<file path="src/rtl/sdclk_pkg.sv">
package sdclk_pkg;
  localparam int CTL_W     = 32;
  localparam int RATIO_W   = 8;
  localparam int BIT_EN    = 8;
  localparam int BIT_AUTO  = 9;
  localparam int BIT_BYP   = 10;
  localparam int BIT_SLOW  = 16;
  localparam int SHIFT_W   = 4;
  localparam int SHIFT_BYP  = 0;
  localparam int SHIFT_DIV2 = 1;
  localparam int SHIFT_SLOW = RATIO_W + 2;
  localparam int CNT_W     = SHIFT_SLOW - 1;

  typedef struct packed {
    logic [RATIO_W-1:0] ratio;
    logic               en;
    logic               auto_stop;
    logic               bypass;
    logic               slow;
  } ctl_t;

  // log2 of the divide ratio: 0 pass-through, 1 div2, k+2 for ratio bit k, 10 div1024
  function automatic logic [SHIFT_W-1:0] ratio_shift(ctl_t c);
    logic [SHIFT_W-1:0] s;
    s = SHIFT_W'(SHIFT_DIV2);
    for (int i = 0; i < RATIO_W; i++) begin
      if (c.ratio[i]) s = SHIFT_W'(i + 2);
    end
    if (c.slow)   s = SHIFT_W'(SHIFT_SLOW);
    if (c.bypass) s = SHIFT_W'(SHIFT_BYP);
    return s;
  endfunction

  // last count value of one half period for a given shift
  function automatic logic [CNT_W-1:0] half_last(logic [SHIFT_W-1:0] s);
    logic [CNT_W:0] p;
    if (s == SHIFT_W'(SHIFT_BYP)) return '0;
    p = (CNT_W+1)'(1) << (s - SHIFT_W'(1));
    return CNT_W'(p - (CNT_W+1)'(1));
  endfunction
endpackage

</file>
<file path="src/rtl/sdclk_ctl_reg.sv">
module sdclk_ctl_reg
  import sdclk_pkg::*;
(
  input  logic             clk_ref,
  input  logic             rst_n,
  input  logic [CTL_W-1:0] ctl_word,
  input  logic             ctl_wr,
  output ctl_t             ctl_q
);
  ctl_t ctl_next;

  always_comb begin
    ctl_next.ratio     = ctl_word[RATIO_W-1:0];
    ctl_next.en        = ctl_word[BIT_EN];
    ctl_next.auto_stop = ctl_word[BIT_AUTO];
    ctl_next.bypass    = ctl_word[BIT_BYP];
    ctl_next.slow      = ctl_word[BIT_SLOW];
  end

  always_ff @(posedge clk_ref or negedge rst_n) begin
    if (!rst_n)      ctl_q <= '0;
    else if (ctl_wr) ctl_q <= ctl_next;
  end
endmodule

</file>
<file path="src/rtl/sdclk_ratio_dec.sv">
module sdclk_ratio_dec
  import sdclk_pkg::*;
(
  input  ctl_t               ctl_q,
  input  logic               bus_busy,
  output logic [SHIFT_W-1:0] new_shift,
  output logic               run_req
);
  always_comb begin
    new_shift = ratio_shift(ctl_q);
    run_req   = ctl_q.en && (!ctl_q.auto_stop || bus_busy);
  end
endmodule

</file>
<file path="src/rtl/sdclk_engine.sv">
module sdclk_engine
  import sdclk_pkg::*;
(
  input  logic               clk_ref,
  input  logic               rst_n,
  input  logic               run_req,
  input  logic [SHIFT_W-1:0] new_shift,
  output logic               card_clk,
  output logic               clk_running,
  output logic               div_q,
  output logic               gate_q,
  output logic [SHIFT_W-1:0] act_shift
);
  logic             busy_d;
  logic [CNT_W-1:0] cnt;
  logic             pulse_seen;
  logic             cnt_end;
  logic             want_div;
  logic             want_byp;

  always_comb begin
    cnt_end  = (cnt == half_last(act_shift));
    want_div = run_req && (new_shift != SHIFT_W'(SHIFT_BYP));
    want_byp = !busy_d && (act_shift == SHIFT_W'(SHIFT_BYP)) &&
               (new_shift == SHIFT_W'(SHIFT_BYP)) && run_req;
  end

  always_ff @(posedge clk_ref or negedge rst_n) begin
    if (!rst_n) begin
      busy_d      <= 1'b0;
      div_q       <= 1'b0;
      cnt         <= '0;
      act_shift   <= SHIFT_W'(SHIFT_DIV2);
      clk_running <= 1'b0;
      pulse_seen  <= 1'b0;
    end else if (busy_d) begin
      if (cnt_end) begin
        cnt <= '0;
        if (div_q) begin
          div_q <= 1'b0;
        end else begin
          act_shift <= new_shift;
          if (want_div) begin
            div_q       <= 1'b1;
            clk_running <= 1'b1;
          end else begin
            busy_d      <= 1'b0;
            clk_running <= 1'b0;
          end
        end
      end else begin
        cnt <= cnt + CNT_W'(1);
      end
    end else if (gate_q) begin
      pulse_seen  <= 1'b1;
      clk_running <= pulse_seen;
    end else begin
      pulse_seen  <= 1'b0;
      clk_running <= 1'b0;
      act_shift   <= new_shift;
      if (want_div) begin
        busy_d <= 1'b1;
        div_q  <= 1'b1;
        cnt    <= '0;
      end
    end
  end

  // pass-through gate changes only while the reference clock is low
  always_ff @(negedge clk_ref or negedge rst_n) begin
    if (!rst_n) gate_q <= 1'b0;
    else        gate_q <= want_byp;
  end

  assign card_clk = div_q | (clk_ref & gate_q);
endmodule

</file>
<file path="src/rtl/sdclk_divider.sv">
module sdclk_divider
  import sdclk_pkg::*;
(
  input  logic             clk_ref,
  input  logic             rst_n,
  input  logic [CTL_W-1:0] ctl_word,
  input  logic             ctl_wr,
  input  logic             bus_busy,
  output logic             card_clk,
  output logic             clk_running
);
  ctl_t               ctl_q;
  logic [SHIFT_W-1:0] new_shift;
  logic               run_req;
  logic               div_q;
  logic               gate_q;
  logic [SHIFT_W-1:0] act_shift;

  sdclk_ctl_reg u_ctl (
    .clk_ref(clk_ref), .rst_n(rst_n), .ctl_word(ctl_word),
    .ctl_wr(ctl_wr), .ctl_q(ctl_q)
  );

  sdclk_ratio_dec u_dec (
    .ctl_q(ctl_q), .bus_busy(bus_busy),
    .new_shift(new_shift), .run_req(run_req)
  );

  sdclk_engine u_eng (
    .clk_ref(clk_ref), .rst_n(rst_n), .run_req(run_req),
    .new_shift(new_shift), .card_clk(card_clk),
    .clk_running(clk_running), .div_q(div_q), .gate_q(gate_q),
    .act_shift(act_shift)
  );
endmodule

</file>
<file path="config.mk">
export PLATFORM = sky130hd
export DESIGN_NAME = sdclk_divider
export DESIGN_NICKNAME = d
export VERILOG_FILES = /design/src/rtl/sdclk_pkg.sv /design/src/rtl/sdclk_ctl_reg.sv /design/src/rtl/sdclk_ratio_dec.sv /design/src/rtl/sdclk_engine.sv /design/src/rtl/sdclk_divider.sv
export SDC_FILE = /design/constraint.sdc
export NUM_CORES = 1
export LEC_CHECK = 0
export CORE_ASPECT_RATIO = 0.9
export CORE_UTILIZATION = 47
export CTS_CLUSTER_SIZE = 24
export DETAILED_ROUTE_END_ITERATION = 10
export GPL_TIMING_DRIVEN = 0
export PLACE_DENSITY = 0.77
export SETUP_SLACK_MARGIN = 0.4
export SLEW_MARGIN = 40
export SYNTH_ARGS = -nofsm -noshare
export SYNTH_HDL_FRONTEND = slang
export SYNTH_SLANG_ARGS = --single-unit
</file>
<file path="constraint.sdc">
create_clock -name clk_ref -period 3.55 [get_ports clk_ref]
set_input_delay 0.8875 -clock clk_ref [delete_from_list [all_inputs] [get_ports clk_ref]]
set_output_delay 0.8875 -clock clk_ref [all_outputs]
set_load 0.02 [all_outputs]
</file>
==> results of run 1 <==
## flip-flops by register name (all words and copies together), names as in the netlist
name / count
u_eng.cnt: 9
u_eng.gate_q: 1
u_ctl.ctl_q: 12
u_eng.pulse_seen: 1
u_eng.clk_running: 1
u_eng.act_shift: 4
u_eng.busy_d: 1
u_eng.div_q: 1
## logic make-up (layout without fill, tap and decap cells)
logic type,Yosys count,after routing,synth area share (%)
AOI/OAI and AO/OA,55,55,20.79
xor gates and xnor gates,5,5,2.274
and+or+nand+nor,67,68,21.57
DFF,30,30,39.05
muxes,15,15,9.227
buffers and inverters,27,66,5.783
adders and majority gates,2,2,1.299
## timing repair
item / in CTS / in global routing
gates cloned: 1 / 0
setup endpoints to repair: 17 / 18
pin swaps: 9 / 19
buffers inserted: 10 / 2
gates resized for setup: 21 / 33
## tightest hold or removal path: cells and delay by family (launching register included)
family        cells  cell delay [ps]
simple gates      2              110
flops             1              350
## layout make-up
class | instances | area, sq um | area share [%]
Multi-Input combinational cell | 145 | 1246 | 47.82
Sequential cell | 30 | 754.5 | 28.95
Inverter | 15 | 56.30 | 2.160
Tap cell | 46 | 57.56 | 2.208
Clock inverter | 1 | 30.03 | 1.152
Clock buffer | 11 | 128.9 | 4.945
Timing Repair Buffer | 27 | 246.5 | 9.457
Buffer | 12 | 86.33 | 3.313
## placed cells by master, fill, tap and decap left out, drive strengths merged, types with 2 or more instances in the layout
cell type	n
a31oi	7
buf	15
o21bai	2
inv	15
nor4	2
ha	2
a21oi	10
nand2	12
o21ai	13
dfrtp	28
clkdlybuf4s50	14
nor3	7
mux2i	2
nor2	9
nor3b	2
o22ai	4
a21o	2
or4b	3
nand4	5
and3	4
or4bb	2
nand2b	8
a32o	2
nand3	7
xor2	4
nor4bb	4
a311oi	2
mux2	13
clkbuf	21
## per-stage QoR
step                setup TNS [ps]  power, mW  instances
global placement            -800.9      1.313        263
finish                      -208.3      2.075        287
detailed placement          -215.8      1.327        263
CTS                         -194.7      1.907        285
global route                -242.5      2.202        287
floorplan                        0      1.146        201
## cell usage after synthesis (all sizes together), types with 2 or more instances
cell    instances
nor3            7
a31oi           7
a21oi          10
nor2            9
buf             3
o22ai           4
or4bb           2
nand3           6
a21o            2
nand4           5
nor4bb          4
or4b            3
o21bai          2
clkbuf          9
nor3b           2
a32o            2
dfrtp          28
a311oi          2
o21ai          13
nand2b          8
ha              2
nor4            2
nand2          12
inv            15
and3            4
xor2            4
mux2           13
mux2i           2
## worst min path at each step
stage          slack [ps]               end              from
2_1_floorplan         450  u_eng.pulse_seen  u_eng.pulse_seen
3_3_place_gp          470  u_eng.pulse_seen  u_eng.pulse_seen
3_5_place_dp          480  u_eng.pulse_seen  u_eng.pulse_seen
4_1_cts               500  u_eng.pulse_seen  u_eng.pulse_seen
5_1_grt               550  u_eng.pulse_seen  u_eng.pulse_seen
6_report              490  u_eng.pulse_seen  u_eng.pulse_seen
## where the power goes
group / leakage, nW / internal (mW) / switching, mW
sequential: 0.370 / 0.424 / 0.125
combinational: 0.587 / 0.527 / 0.566
clock: 0.0912 / 0.286 / 0.146
## per-layer routing
layer  GRT usage (%)  up-vias  wire length (microns)
li1                -      827                      -
met1           32.40      823                   2110
met2           35.68       69                   2346
met3           7.258       17                    276
met4           9.439        0                    126
met5               0        -                      0
==> flow_summary.toml, run 1 <==
[placement]
place_area_sq_um = 2168
portBuffers = 16
dp.final_hpwl_microns = 2837
dp_slack_ps = -215.8
place_congestion = 0.8070

[sta]
holdWs_ps = 489.4
final_max_slew_viol_count = 0
hold_viol = 0
setup_viol = 1
worst_clock_skew_ps = 26.59
grt_setup_unrepaired = "true"
relSlewSlack_pct = 50.95
layout_setup_ws_ps = -208.3
tightest_slew_ps = 731.4

[global_routing]
grt_overflow = 0
grt_pass1_wl_microns = 8107
antenna_found_initial = 0
grt_max_degree = 31
grt_pass1_vias = 1720
grt_usage_pct = 23.88

[synth]
postSynth.asyncResetShare_pct = 100.0
synth_edf_count = 0
synth_warnings = 0
synth_top_area_share_pct = 36.39
syn_nets = 239
syn-instance-count = 201
synthTopCellsByArea = "dfrtp_1, mux2_2, o21ai_0"
yosysSeqAreaShare_pct = 39.05
netlist_area_sq_um = 1926
ys_ff_latch = 30
synth_area_leader_cell = "dfrtp_1"
synthDistinctLibCells = 54
yosys_most_used_dff = "dfrtp_1"
syn_area_per_cell_sq_um = 9.580

[cts]
clock_latency_ps = 410
cts_hold_buf = 0
path_clk_slew_ps = 60
cts_tree = "built"

[drt]
vias = 1736
drtPass1Iterations = 4
avgViaCountPerCell = 6.049
ant_nets = 0
drc = 0
routed_wl_microns = 4860
drt_iter0_drc = 226
avgRoutedWirePerCell_microns = 16.93

[run_status]
status = "finished with violations"
violations = "negative setup slack"

[final_layout]
nets = 278
stdcell_area_sq_um = 2606
area_delta_synth_final_pct = 35.35
antennaDiodeCount = 0
drive_gt1_share_pct = 31.54
fin_util_pct = 68.41
fillerInstances = 267

[worst_setup_path]
r2r_end = "u_eng.act_shift[3]"
crit_type = "flop to primary output"
crit_start = "u_eng.gate_q"
crit_arrival_ps = 2870
required_ps = 2660
cp_cell_sequence = "a21o_1, buf_6"
critical_path_cell_count = 2
critPathCapture = "card_clk"
worst_path_max_delay_cell = "dfrtn_1"
cp-end-kind = "primary output"
cp_max_fo = 2
cp-start-kind = "flop"
max_stage_delay_ps = 420
cpLargestDelayFamily = "flip-flops"
rr_worst_depth = 9
critPathBufInv = 1
ff2ff_setup_slack_ps = 240
worstReg2RegStart = "u_eng.act_shift[0]"

[pwr]
peakVddDrop_uv = 400.2
power.leakage_nw = 1.048
power.density_nw_per_um2 = 796.0

[floorplanning]
core_area_sq_um = 3810
start_util_pct = 50.54
die_w_microns = 69.47
rows = 21
die-area_sq_um = 4358
ios = 38
die_h_microns = 62.73

[flow_run]
drv_cap = 0

[min_path]
hold_path.class = "flop to flop"
min_path_cells = 2
Note: power is estimated with default switching activity, not from simulation.
==> inputs of run 2 (changes only) <==
- GPL_TIMING_DRIVEN: 0 -> unset
==> flow_summary.toml, run 2 (synthesized netlist as in run 1, its figures left out) <==
[floorplanning]
rows = 21
die_w_microns = 69.47
ios = 38
die_h_microns = 62.73
start_util_pct = 50.54
die-area_sq_um = 4358
core_area_sq_um = 3810

[min_path]
hold_end = "u_eng.pulse_seen"
hold_path.class = "flop to flop"
min_path_cells = 2
hold_start = "u_eng.pulse_seen"

[worst_setup_path]
worstReg2RegStart = "u_eng.gate_q"
required_ps = 2660
cp_max_fo = 2
cpLargestDelayFamily = "flip-flops"
rr_worst_depth = 8
max_stage_delay_ps = 440
r2r_end = "u_eng.cnt[7]"
crit_arrival_ps = 2920
cp_cell_sequence = "a21o_1, buf_6"
crit_type = "flop to primary output"
critPathBufInv = 1
ff2ff_setup_slack_ps = 260
worst_path_max_delay_cell = "dfrtn_1"
cp-start-kind = "flop"
cp-end-kind = "primary output"

[sta]
layout_setup_ws_ps = -252.9
worst_clock_skew_ps = 20.44
tightest_slew_ps = 651.2
final_max_slew_viol_count = 0
hold_viol = 0
setup_viol = 1
relSlewSlack_pct = 56.59
grt_setup_unrepaired = "true"

[placement]
portBuffers = 17
dp.final_hpwl_microns = 2788
dp_slack_ps = -192.9
place_congestion = 0.7843

[global_routing]
grt_overflow = 0
antenna_found_initial = 0
grt_max_degree = 30
grt_pass1_vias = 1632
grt_pass1_wl_microns = 7748
grt_usage_pct = 22.90

[drt]
routed_wl_microns = 5006
wl_met2_microns = 2446
m1WireLength_microns = 2137
avgViaCountPerCell = 6.174
ant_nets = 0
topRoutingLayerUsed = "met4"
drt_iter0_drc = 134
drc = 0
vias = 1778
met3_length_microns = 285
drtPass1Iterations = 4
avgRoutedWirePerCell_microns = 17.38

[final_layout]
final_cell_mix = "dfrtp_1, buf_4, clkdlybuf4s50_1"
largestRegisters = "u_ctl.ctl_q: 12 flops, u_eng.cnt: 9 flops, u_eng.act_shift: 4 flops"
nets = 279
area_delta_synth_final_pct = 36.84
antennaDiodeCount = 0
final_common_cell = "dfrtp_1"
largest-register = "u_ctl.ctl_q"
fin_util_pct = 69.16
largest_register_ff_count = 12
drive_gt1_share_pct = 31.40

[pwr]
power_mw = 2.101
power.leakage_nw = 1.112
peakVddDrop_uv = 376.0
power.density_nw_per_um2 = 797.4

[run_status]
status = "finished with violations"
violations = "negative setup slack"

[cts]
path_clk_slew_ps = 60
clock_latency_ps = 420
cts_tree = "built"
cts_hold_buf = 0

[flow_run]
drv_cap = 0
## run 2: cell type report
cell class | count | area [sq um]
Timing Repair Buffer | 40 | 372.9
Sequential cell | 30 | 752.0
Inverter | 15 | 58.81
Tap cell | 46 | 57.56
Multi-Input combinational cell | 145 | 1231
Clock buffer | 12 | 162.7
Fill cell | 275 | 1175
## run 2: report_power, final
part,total [mW],internal [mW],switching [mW]
sequential,0.566,0.421,0.144
combinational,1.11,0.561,0.549
clock,0.426,0.271,0.155
## run 2: worst max path at each step
stage	end	start	depth (start not counted)
final	card_clk	u_eng.gate_q	2
after CTS	card_clk	u_eng.gate_q	2
after global routing	card_clk	u_eng.gate_q	2
after detailed placement	card_clk	u_eng.gate_q	2
after floorplan	card_clk	u_eng.gate_q	1
after global placement	card_clk	u_eng.gate_q	2
## run 2: worst register-to-register path: cells and delay by family, from the launching register on
family	cells	cell delay (ps)
and+or+nand+nor	2	330
AOI/OAI and AO/OA	2	260
DFF	1	370
xor gates and xnor gates	1	160
buffers and inverters	3	320
## run 2: metal layers
metal	up-vias	GRT usage [%]
met4	0	11.22
met5	-	0
li1	837	-
met2	72	36.29
met3	13	6.290
met1	856	28.82
## run 2: metrics by stage
step / setup TNS (ps) / instance area (sq um) / std cells / hold WS (ps)
floorplan: 0 / 1956 / 201 / 450.1
global placement: -199.2 / 2186 / 261 / 465.5
detailed placement: -205.5 / 2186 / 261 / 467.2
CTS: -194.9 / 2445 / 279 / 483.8
global route: -250.0 / 2635 / 288 / 521.4
finish: -252.9 / 2635 / 288 / 481.4
## run 2: what timing repair did
action / in CTS / in global routing
gates resized for setup: 14 / 27
hold endpoints to repair: 0 / 0
gates cloned: 1 / 0
setup buffers: 6 / 9
setup endpoints to repair: 14 / 18
pin swaps: 7 / 18
